**src/rtl/chsel_pkg.sv**
```systemverilog
package chsel_pkg;
  parameter int unsigned CH_DW = 16;

  typedef logic [CH_DW-1:0] div_t;

  typedef struct packed {
    div_t tx;
    div_t rx;
  } div_pair_t;
endpackage

```
**src/rtl/chsel_sync.sv**
```systemverilog
module chsel_sync #(
  parameter int unsigned W       = 1,
  parameter logic [W-1:0] RST_VAL = '0
) (
  input  logic         clk,
  input  logic         rst,
  input  logic [W-1:0] d,
  output logic [W-1:0] q
);
  logic [W-1:0] meta_q;
  logic [W-1:0] stab_q;

  always_ff @(posedge clk) begin
    if (rst) begin
      meta_q <= RST_VAL;
      stab_q <= RST_VAL;
    end else begin
      meta_q <= d;
      stab_q <= meta_q;
    end
  end

  assign q = stab_q;
endmodule

```
**src/rtl/chsel_prio.sv**
```systemverilog
module chsel_prio #(
  parameter int unsigned N  = 10,
  parameter int unsigned IW = 4
) (
  input  logic [N-1:0]  sel_n,
  output logic [IW-1:0] idx,
  output logic          hit
);
  // ascending scan: a later match overrides an earlier one
  always_comb begin
    idx = '0;
    hit = 1'b0;
    for (int i = 0; i < N; i++) begin
      if (!sel_n[i]) begin
        idx = IW'(i);
        hit = 1'b1;
      end
    end
  end
endmodule

```
**src/rtl/chsel_rom.sv**
```systemverilog
module chsel_rom
  import chsel_pkg::*;
#(
  parameter int unsigned N       = 10,
  parameter int unsigned IW      = 4,
  parameter div_t        TX_BASE = 16'h0835,
  parameter div_t        TX_STEP = 16'h0005,
  parameter div_t        RX_OFS  = 16'h01A0
) (
  input  logic [IW-1:0] idx,
  output div_pair_t     pair
);
  localparam int unsigned DEPTH = 1 << IW;

  div_pair_t tbl [DEPTH];

  for (genvar g = 0; g < DEPTH; g++) begin : g_ent
    if (g < N) begin : g_used
      localparam div_t TXV = div_t'(TX_BASE + TX_STEP * g);
      assign tbl[g].tx = TXV;
      assign tbl[g].rx = div_t'(TXV + RX_OFS);
    end else begin : g_pad
      assign tbl[g] = '0;
    end
  end

  assign pair = tbl[idx];
endmodule

```
**src/rtl/chsel_top.sv**
```systemverilog
module chsel_top
  import chsel_pkg::*;
#(
  parameter int unsigned NCH     = 10,
  parameter div_t        TX_BASE = 16'h0835,
  parameter div_t        TX_STEP = 16'h0005,
  parameter div_t        RX_OFS  = 16'h01A0
) (
  input  logic             clk,
  input  logic             rst,
  input  logic [NCH-1:0]   sw_n,
  input  logic             tx_sel,
  input  logic             ld_busy,
  output logic [CH_DW-1:0] div_word,
  output logic             upd_req
);
  localparam int unsigned IW = (NCH > 1) ? $clog2(NCH) : 1;

  logic [NCH-1:0] sw_s;
  logic           tr_s;
  logic [NCH-1:0] sw_snap;
  logic           tr_snap;
  logic [IW-1:0]  win_idx;
  logic           win_hit;
  div_pair_t      preset;
  div_t           tx_q, rx_q, tx_nx, rx_nx, div_q;
  logic           pend_q, req_q;
  logic           sw_chg, tr_chg, issue;

  chsel_sync #(.W(NCH), .RST_VAL({NCH{1'b1}})) u_sw_sync (
    .clk(clk), .rst(rst), .d(sw_n), .q(sw_s)
  );

  chsel_sync #(.W(1), .RST_VAL(1'b0)) u_tr_sync (
    .clk(clk), .rst(rst), .d(tx_sel), .q(tr_s)
  );

  chsel_prio #(.N(NCH), .IW(IW)) u_prio (
    .sel_n(sw_s), .idx(win_idx), .hit(win_hit)
  );

  chsel_rom #(
    .N(NCH), .IW(IW), .TX_BASE(TX_BASE), .TX_STEP(TX_STEP), .RX_OFS(RX_OFS)
  ) u_rom (
    .idx(win_idx), .pair(preset)
  );

  assign sw_chg = (sw_s != sw_snap);
  assign tr_chg = (tr_s != tr_snap);
  assign issue  = pend_q && !ld_busy && !req_q;

  always_comb begin
    tx_nx = tx_q;
    rx_nx = rx_q;
    if (sw_chg && win_hit) begin
      tx_nx = preset.tx;
      rx_nx = preset.rx;
    end
  end

  always_ff @(posedge clk) begin
    if (rst) begin
      sw_snap <= '1;
      tr_snap <= 1'b0;
      tx_q    <= '0;
      rx_q    <= '0;
      div_q   <= '0;
      pend_q  <= 1'b0;
      req_q   <= 1'b0;
    end else begin
      sw_snap <= sw_s;
      tr_snap <= tr_s;
      tx_q    <= tx_nx;
      rx_q    <= rx_nx;
      div_q   <= tr_s ? tx_nx : rx_nx;
      pend_q  <= sw_chg || tr_chg || (pend_q && !issue);
      req_q   <= issue;
    end
  end

  assign div_word = div_q;
  assign upd_req  = req_q;
endmodule

```
**config.mk**
```make
export PLATFORM = sky130hd
export DESIGN_NAME = chsel_top
export DESIGN_NICKNAME = d
export VERILOG_FILES = /design/src/rtl/chsel_pkg.sv /design/src/rtl/chsel_sync.sv /design/src/rtl/chsel_prio.sv /design/src/rtl/chsel_rom.sv /design/src/rtl/chsel_top.sv
export SDC_FILE = /design/constraint.sdc
export NUM_CORES = 1
export LEC_CHECK = 0
export BUFFER_PORTS_ARGS = -buffer_cell sky130_fd_sc_hd__buf_4
export CAP_MARGIN = 30
export CORE_MARGIN = 10
export CORE_UTILIZATION = 45
export DETAILED_ROUTE_END_ITERATION = 7
export GPL_ROUTABILITY_DRIVEN = 0
export GPL_TIMING_DRIVEN = 0
export HOLD_SLACK_MARGIN = 0.08
export MAX_ROUTING_LAYER = met4
export RECOVER_POWER = 50
export SETUP_SLACK_MARGIN = 0.15
export SKIP_CTS_REPAIR_TIMING = 1
export SLEW_MARGIN = 10
export SYNTH_ARGS = -nofsm -noshare
export SYNTH_HDL_FRONTEND = slang
export SYNTH_SLANG_ARGS = --single-unit
```
**constraint.sdc**
```tcl
create_clock -name clk -period 6.95 [get_ports clk]
set_input_delay 1.0425 -clock clk [delete_from_list [all_inputs] [get_ports clk]]
set_output_delay 1.0425 -clock clk [all_outputs]
set_load 0.01 [all_outputs]
```
* Word level (Yosys, flattened, before mapping)
Memories as Yosys holds them, arrays and structs flattened.
Cells that the tools add are included.
** Storage, ports and cells
- Register bits :: 83
- ROM bits :: 512
- Input port bits :: 14
- Output and inout bits :: 17
- Word-level logic and storage cells :: 49
- Memories :: 1
** Memory list
- (no name shown) :: words 16, width 32, read ports 1, clocked after memory_dff 0, write ports 0, RTL line chsel_rom.sv:27 : assign pair = tbl[idx];
** Operators by class
- Order comparisons :: 1
- Eq/ne operators :: 2
- Muxes and demuxes :: 24
- Bitwise operators :: 1
- Reductions and logical operators :: 9
** Operators with widths (number)
- $mux W32 :: 2
- $mux W16 :: 3
- $mux W3 :: 4
- $mux W1 :: 11
- $ne A10 B10 Y1 :: 1
- $mux W4 :: 2
- $ge A5 B5 Y1 const B :: 1
- $not A4 Y5 :: 1
- $logic_and A1 B1 Y1 :: 4
- $mux W2 :: 2
- $logic_not A1 Y1 :: 3
- $logic_or A1 B1 Y1 :: 2
- $ne A1 B1 Y1 :: 1

* Longest topological paths before layout
- Depth after elaboration :: 15
- Mapped depth :: 11
- Gate-level depth less buffers :: 11

* Cells and area by module
A second synthesis with hierarchy kept.
** Second synthesis, totals
- Cell total of the unflattened synthesis :: 550
- Area, all modules :: 4770.8 um^2
** Modules (own cells, without submodules)
- chsel_top :: times used 1, cells an instance 435, area an instance 3672.3 um^2, seq. area each 1221.2 um^2
- chsel_sync (u_sw_sync) :: times used 1, cells an instance 42, area an instance 548.0 um^2, seq. area each 400.4 um^2
- chsel_rom :: times used 1, cells an instance 55, area an instance 422.9 um^2, seq. area each 0.0 um^2
- chsel_prio :: times used 1, cells an instance 14, area an instance 75.1 um^2, seq. area each 0.0 um^2
- chsel_sync (u_tr_sync) :: times used 1, cells an instance 4, area an instance 52.6 um^2, seq. area each 40.0 um^2

* Worst setup path before layout
Ideal clock, no wire load.
- Path type :: flip-flop to flip-flop
- Start :: reg u_sw_sync.stab_q[1], in the netlist u_sw_sync.q[1]
- End :: reg div_q[6], in the netlist div_word[6]
- Setup time :: 0.122 ns
- Data arrival time :: 2.061 ns
- Required time :: 6.828 ns
- Path slack :: 4.767 ns
- Cell stages (with the launch flop) :: 11
- Path buffers :: 0
- Clock period less this slack :: 2.183 ns
- Cell sequence :: dfxtp_1 nor2b_1 o21ai_0 nand2_1 nand2_1 nand2_1 a21bo_2 ha_1 nor4_1 a2111oi_0 a311o_1
** Between the ends
- Longest elaborated chain between the ends :: 15
- Elaborated cells on any way between the ends :: 27
- Those cells by class :: eq/ne (1); mux (23); bitwise (1); reduce/logical (1); memory (1)
** RTL lines
- from (decl) :: RTL line chsel_sync.sv:11 : logic [W-1:0] stab_q;
- from (signal assigned) :: RTL line chsel_sync.sv:19 : stab_q <= meta_q;
- $mux W1 :: RTL line chsel_prio.sv:14 : if (!sel_n[i]) begin
- $mux W2 (2 in series) :: RTL line chsel_prio.sv:14
- $mux W3 (4 in series) :: RTL line chsel_prio.sv:14
- $mux W4 (2 in series) :: RTL line chsel_prio.sv:14
- $not A4 Y5 (not written as such) :: RTL line chsel_rom.sv:27
- $mem_v2 Z16 W32
- $mux W32 (not written as such) (2 in series) :: RTL line chsel_rom.sv:27
- $mux W16 :: RTL line chsel_top.sv:55 : if (sw_chg && win_hit) begin
- $mux W16 (*) :: RTL line chsel_top.sv:75 : div_q <= tr_s ? tx_nx : rx_nx;
- to (signal assigned) :: RTL line chsel_top.sv:75
- to (decl) :: RTL line chsel_top.sv:26 : div_t tx_q, rx_q, tx_nx, rx_nx, div_q;
Mark *: on every way between the ends. The rest lies on a longest branch, timed or not. The select of a mux whose other input is x is not followed.
A chain may end at the register's enable or synchronous reset.

* Final worst setup path
- Start :: reg u_sw_sync.stab_q[7], in the netlist u_sw_sync.q[7]
- End :: reg div_q[6], in the netlist div_word[6]
** Between the ends
- Longest elaborated chain between the ends :: 9
- Elaborated cells on any way between the ends :: 15
- Those cells by class :: eq/ne (1); mux (11); bitwise (1); reduce/logical (1); memory (1)
** RTL lines (RTL line)
- $mux W3 :: chsel_prio.sv:14
- $mux W4 (2 in series) :: chsel_prio.sv:14
- $not A4 Y5 (not written as such) :: chsel_rom.sv:27
- $mem_v2 Z16 W32
- $mux W32 (not written as such) (2 in series) :: chsel_rom.sv:27
- $mux W16 :: chsel_top.sv:55
- $mux W16 (*) :: chsel_top.sv:75
Marks and branches as above.

==> metrics.md <==
| Metric | Value |
|---|---|
| Count leader, synth | dfxtp_1 |
| Non-Filler Instances | 406 |
| Initial antenna violation count | 0 |
| Total core area | 0.00639 mm2 |
| F_max | 401 MHz |
| Final WL | 5520 um |
| Final Util | a little over half |
| N_diodes | 0 |
| Layout cells sized above 1 | 22.5% |
| Final Critical Period | 2.50 ns |
| CP bufs+invs | 1 |
| CTS Buffer Depth | 2 |
| Syn. warnings | 0 |
| Final ANT Viol Nets | 0 |
| Slowest stage delay, CP | 0.47 ns |
| Slew margin rel. | between 50% and 60% |
| Final setup TNS | 0 ns |
| Unrepaired setup endpoints after global routing | false |
| Critical Path Slowest Stage Cell | nor4_1 |
| Hold path startpoint | u_sw_sync.meta_q[5]$_SDFF_PP1_ |
| Maximum vdd ir drop | 0.000167 V |
| Total GRT Usage | 11.6% |
| Post-DP HPWL | between 3000 and 4000 um |
| Placed Instances | 390 |
| R2R cell count | 7 |
| Largest net degree at the start of global routing | 14 |
| Syn nets | 304 |
| Top-area cell type share of the netlist area | a little under three fifths |
| Mapped cell area | ~0.0030 mm2 |
| CTS root buf | clkbuf_8 |
| Run status | finished clean |
| CP Class | reg2reg |
| Drt wl/cell | 13.6 um |
| EDFF count, synth | 0 |
| Worst-margin pin slew | between 0.6 and 0.7 ns |
| First-pass GRT wire length | 8960 um |
| Worst r2r dst | div_word[6]$_SDFF_PP0_ |
| Hold path cells | 1 |
| Final Cycle Share | a little over a third |
| Worst-path clk slew | 0.08 ns |
| Register area share after synthesis | a little under three fifths |
| Cells along the critical path | nand2_1, o21ai_0, inv_1, ha_1, nor4_1, a2111oi_0, a311o_1 |
| Total clock sinks | 83 |
| FF-to-FF setup slack | about 4.5 ns |
| Clk Latency, worst-skew pair | about 0.35 ns |
| Dominant synthesized flop cell | dfxtp_1 |
| Async set or reset register ratio after synthesis | 0% |
| Netlist cell types | 46 |
| Critical path's top delay family | compound AO/OA/AOI/OAI gates |
| Residual DRC count | 0 |
| H-Tree Depth | 3 |
| Synthesis-stage register bit count | 83 |
| Final setup vio count | 0 |
| CP Data Arrival Time | 2.73 ns |
| Startpoint types | flop |
| Vias in the first global route | approximately 1900 |
| Syn avg cell area | between 10 and 15 um2 |
| Num rows | 29 |
| Final nets | 344 |
| Final Hold Fails | 0 |
| GRT overflow | 0 |
| Worst-path maximum fanout | 6 |
| Num ports | 31 |
| Die W | 101 um |
| Die H | slightly above 100 um |
| Max_cap viols | 0 |
| Port bufs | 29 |
| Cells after Synth | 284 |
| CP startpoint | u_sw_sync.q[7]$_SDFF_PP1_ |
| CTS tree | done |
| Initial Utilization | 46.6% |
| Commonest cells post-synth | dfxtp_1 (83), or2_2 (31), nor2_1 (20) |
| Vias per inst | 4.89 |
| Num CTS Buffers | 9 |
| Crit. End Element | flop |
| Synth area leader | dfxtp_1 |
| Setup Skew | 0.00847 ns |
| Total die area | 0.0103 mm2 |
| Leakage power | about 1.4 nW |
| First-pass detailed-route iteration total | 4 |
| Power density over the cells | 290 mW/mm2 |
| Hold endpoint | u_sw_sync.q[5]$_SDFF_PP1_ |
| Synth top area cells | dfxtp_1 (56%), or2_2 (6.5%), mux2i_1 (3.7%) |
| Routed vias | 1986 |
| WP data required | 7.19 ns |
| HP Class | reg2reg |
| First-iteration detailed-routing DRC count | 64 |
| Area Growth Syn to Fin | 14.7% |
| Reg-to-Reg Start | u_sw_sync.q[7]$_SDFF_PP1_ |
| Slew Limit Fails | 0 |
==> flip-flops by register name, summed over array words and instances, names as in the netlist, 10 cells and up <==
register          count
div_word             16
sw_snap              10
rx_q                 16
u_sw_sync.q          10
u_sw_sync.meta_q     10
tx_q                 16
==> cell usage in the layout (no fill, tap or decap), types with 2 or more instances in the layout <==
| master | instances |
|---|---|
| dfxtp_1 | 83 |
| nand3b_1 | 3 |
| nand2b_1 | 2 |
| nor4_1 | 3 |
| buf_4 | 13 |
| o21ai_0 | 4 |
| clkinv_2 | 3 |
| o21a_1 | 6 |
| clkbuf_1 | 26 |
| nor3_1 | 5 |
| nor2_1 | 20 |
| ha_1 | 6 |
| mux2_2 | 2 |
| xnor2_1 | 3 |
| or2_2 | 31 |
| clkbuf_8 | 9 |
| nand3_1 | 4 |
| nand4_1 | 2 |
| nor2b_1 | 4 |
| and2_1 | 15 |
| a31oi_1 | 4 |
| nand2_1 | 18 |
| buf_2 | 2 |
| inv_1 | 2 |
| xor2_1 | 8 |
| buf_6 | 3 |
| mux2i_1 | 11 |
| a211oi_2 | 2 |
| a21oi_1 | 12 |
| a211oi_1 | 2 |
==> layer usage <==
layer | track usage [%] | part of all wire [%] | up-vias
li1 | - | - | 1034
met1 | 13.7 | 49 | 917
met4 | 5.47 | 1.7 | 0
met2 | 17.5 | 47 | 27
met5 | - | 0 | -
met3 | 3.81 | 3.0 | 8
==> kinds of logic (layout without fill, tap and decap cells) <==
family / after synthesis / count (layout) / synth area share (%)
AO/OA/AOI/OAI: 43 / 43 / 10.8
adder cells (fa/ha/maj): 6 / 6 / 2.52
XOR/XNOR: 11 / 11 / 3.23
AND/OR/NAND/NOR: 111 / 111 / 20.2
multiplexers: 13 / 13 / 4.45
buffers and inverters: 17 / 62 / 3.02
flip-flops: 83 / 83 / 55.8
==> per-stage QoR <==
step	hold WS [ns]	power (W)	instance area [um2]	worst slack (ns)
5_1_grt	0.420	0.00104	3420	4.18
6_report	0.410	0.000991	3420	4.45
2_1_floorplan	0.389	0.000635	2980	4.77
3_3_place_gp	0.391	0.000680	3290	4.40
3_5_place_dp	0.393	0.000683	3290	4.41
4_1_cts	0.411	0.00101	3480	4.42
==> how the worst max path moves through the flow <==
stage                                  end  slack, ns  cells after the start
finish              div_word[6]$_SDFF_PP0_       4.45                      7
CTS                 div_word[6]$_SDFF_PP0_       4.42                      7
detailed placement      rx_q[3]$_SDFF_PP0_       4.41                      4
global placement        rx_q[3]$_SDFF_PP0_       4.40                      4
floorplan           div_word[6]$_SDFF_PP0_       4.77                     10
global route        div_word[6]$_SDFF_PP0_       4.18                      7
==> area by class of cell <==
cell class | instances | area [um2]
plain buffers | 15 | 82.6
clock buffers | 11 | 131
clock inverters | 5 | 53.8
fillers | 621 | 2970
inverters | 2 | 7.51
multi-input cells | 184 | 1230
flip-flops and latches | 83 | 1660
well taps | 77 | 96.3
repair buffers | 29 | 158
==> power breakdown <==
group | switching [W] | internal, W
Clock | 0.000164 | 0.000165
Sequential | 0.0000147 | 0.000510
Combinational | 0.0000771 | 0.0000603
Total | 0.000255 | 0.000736
No activity file was read; power rests on OpenSTA's default activity.
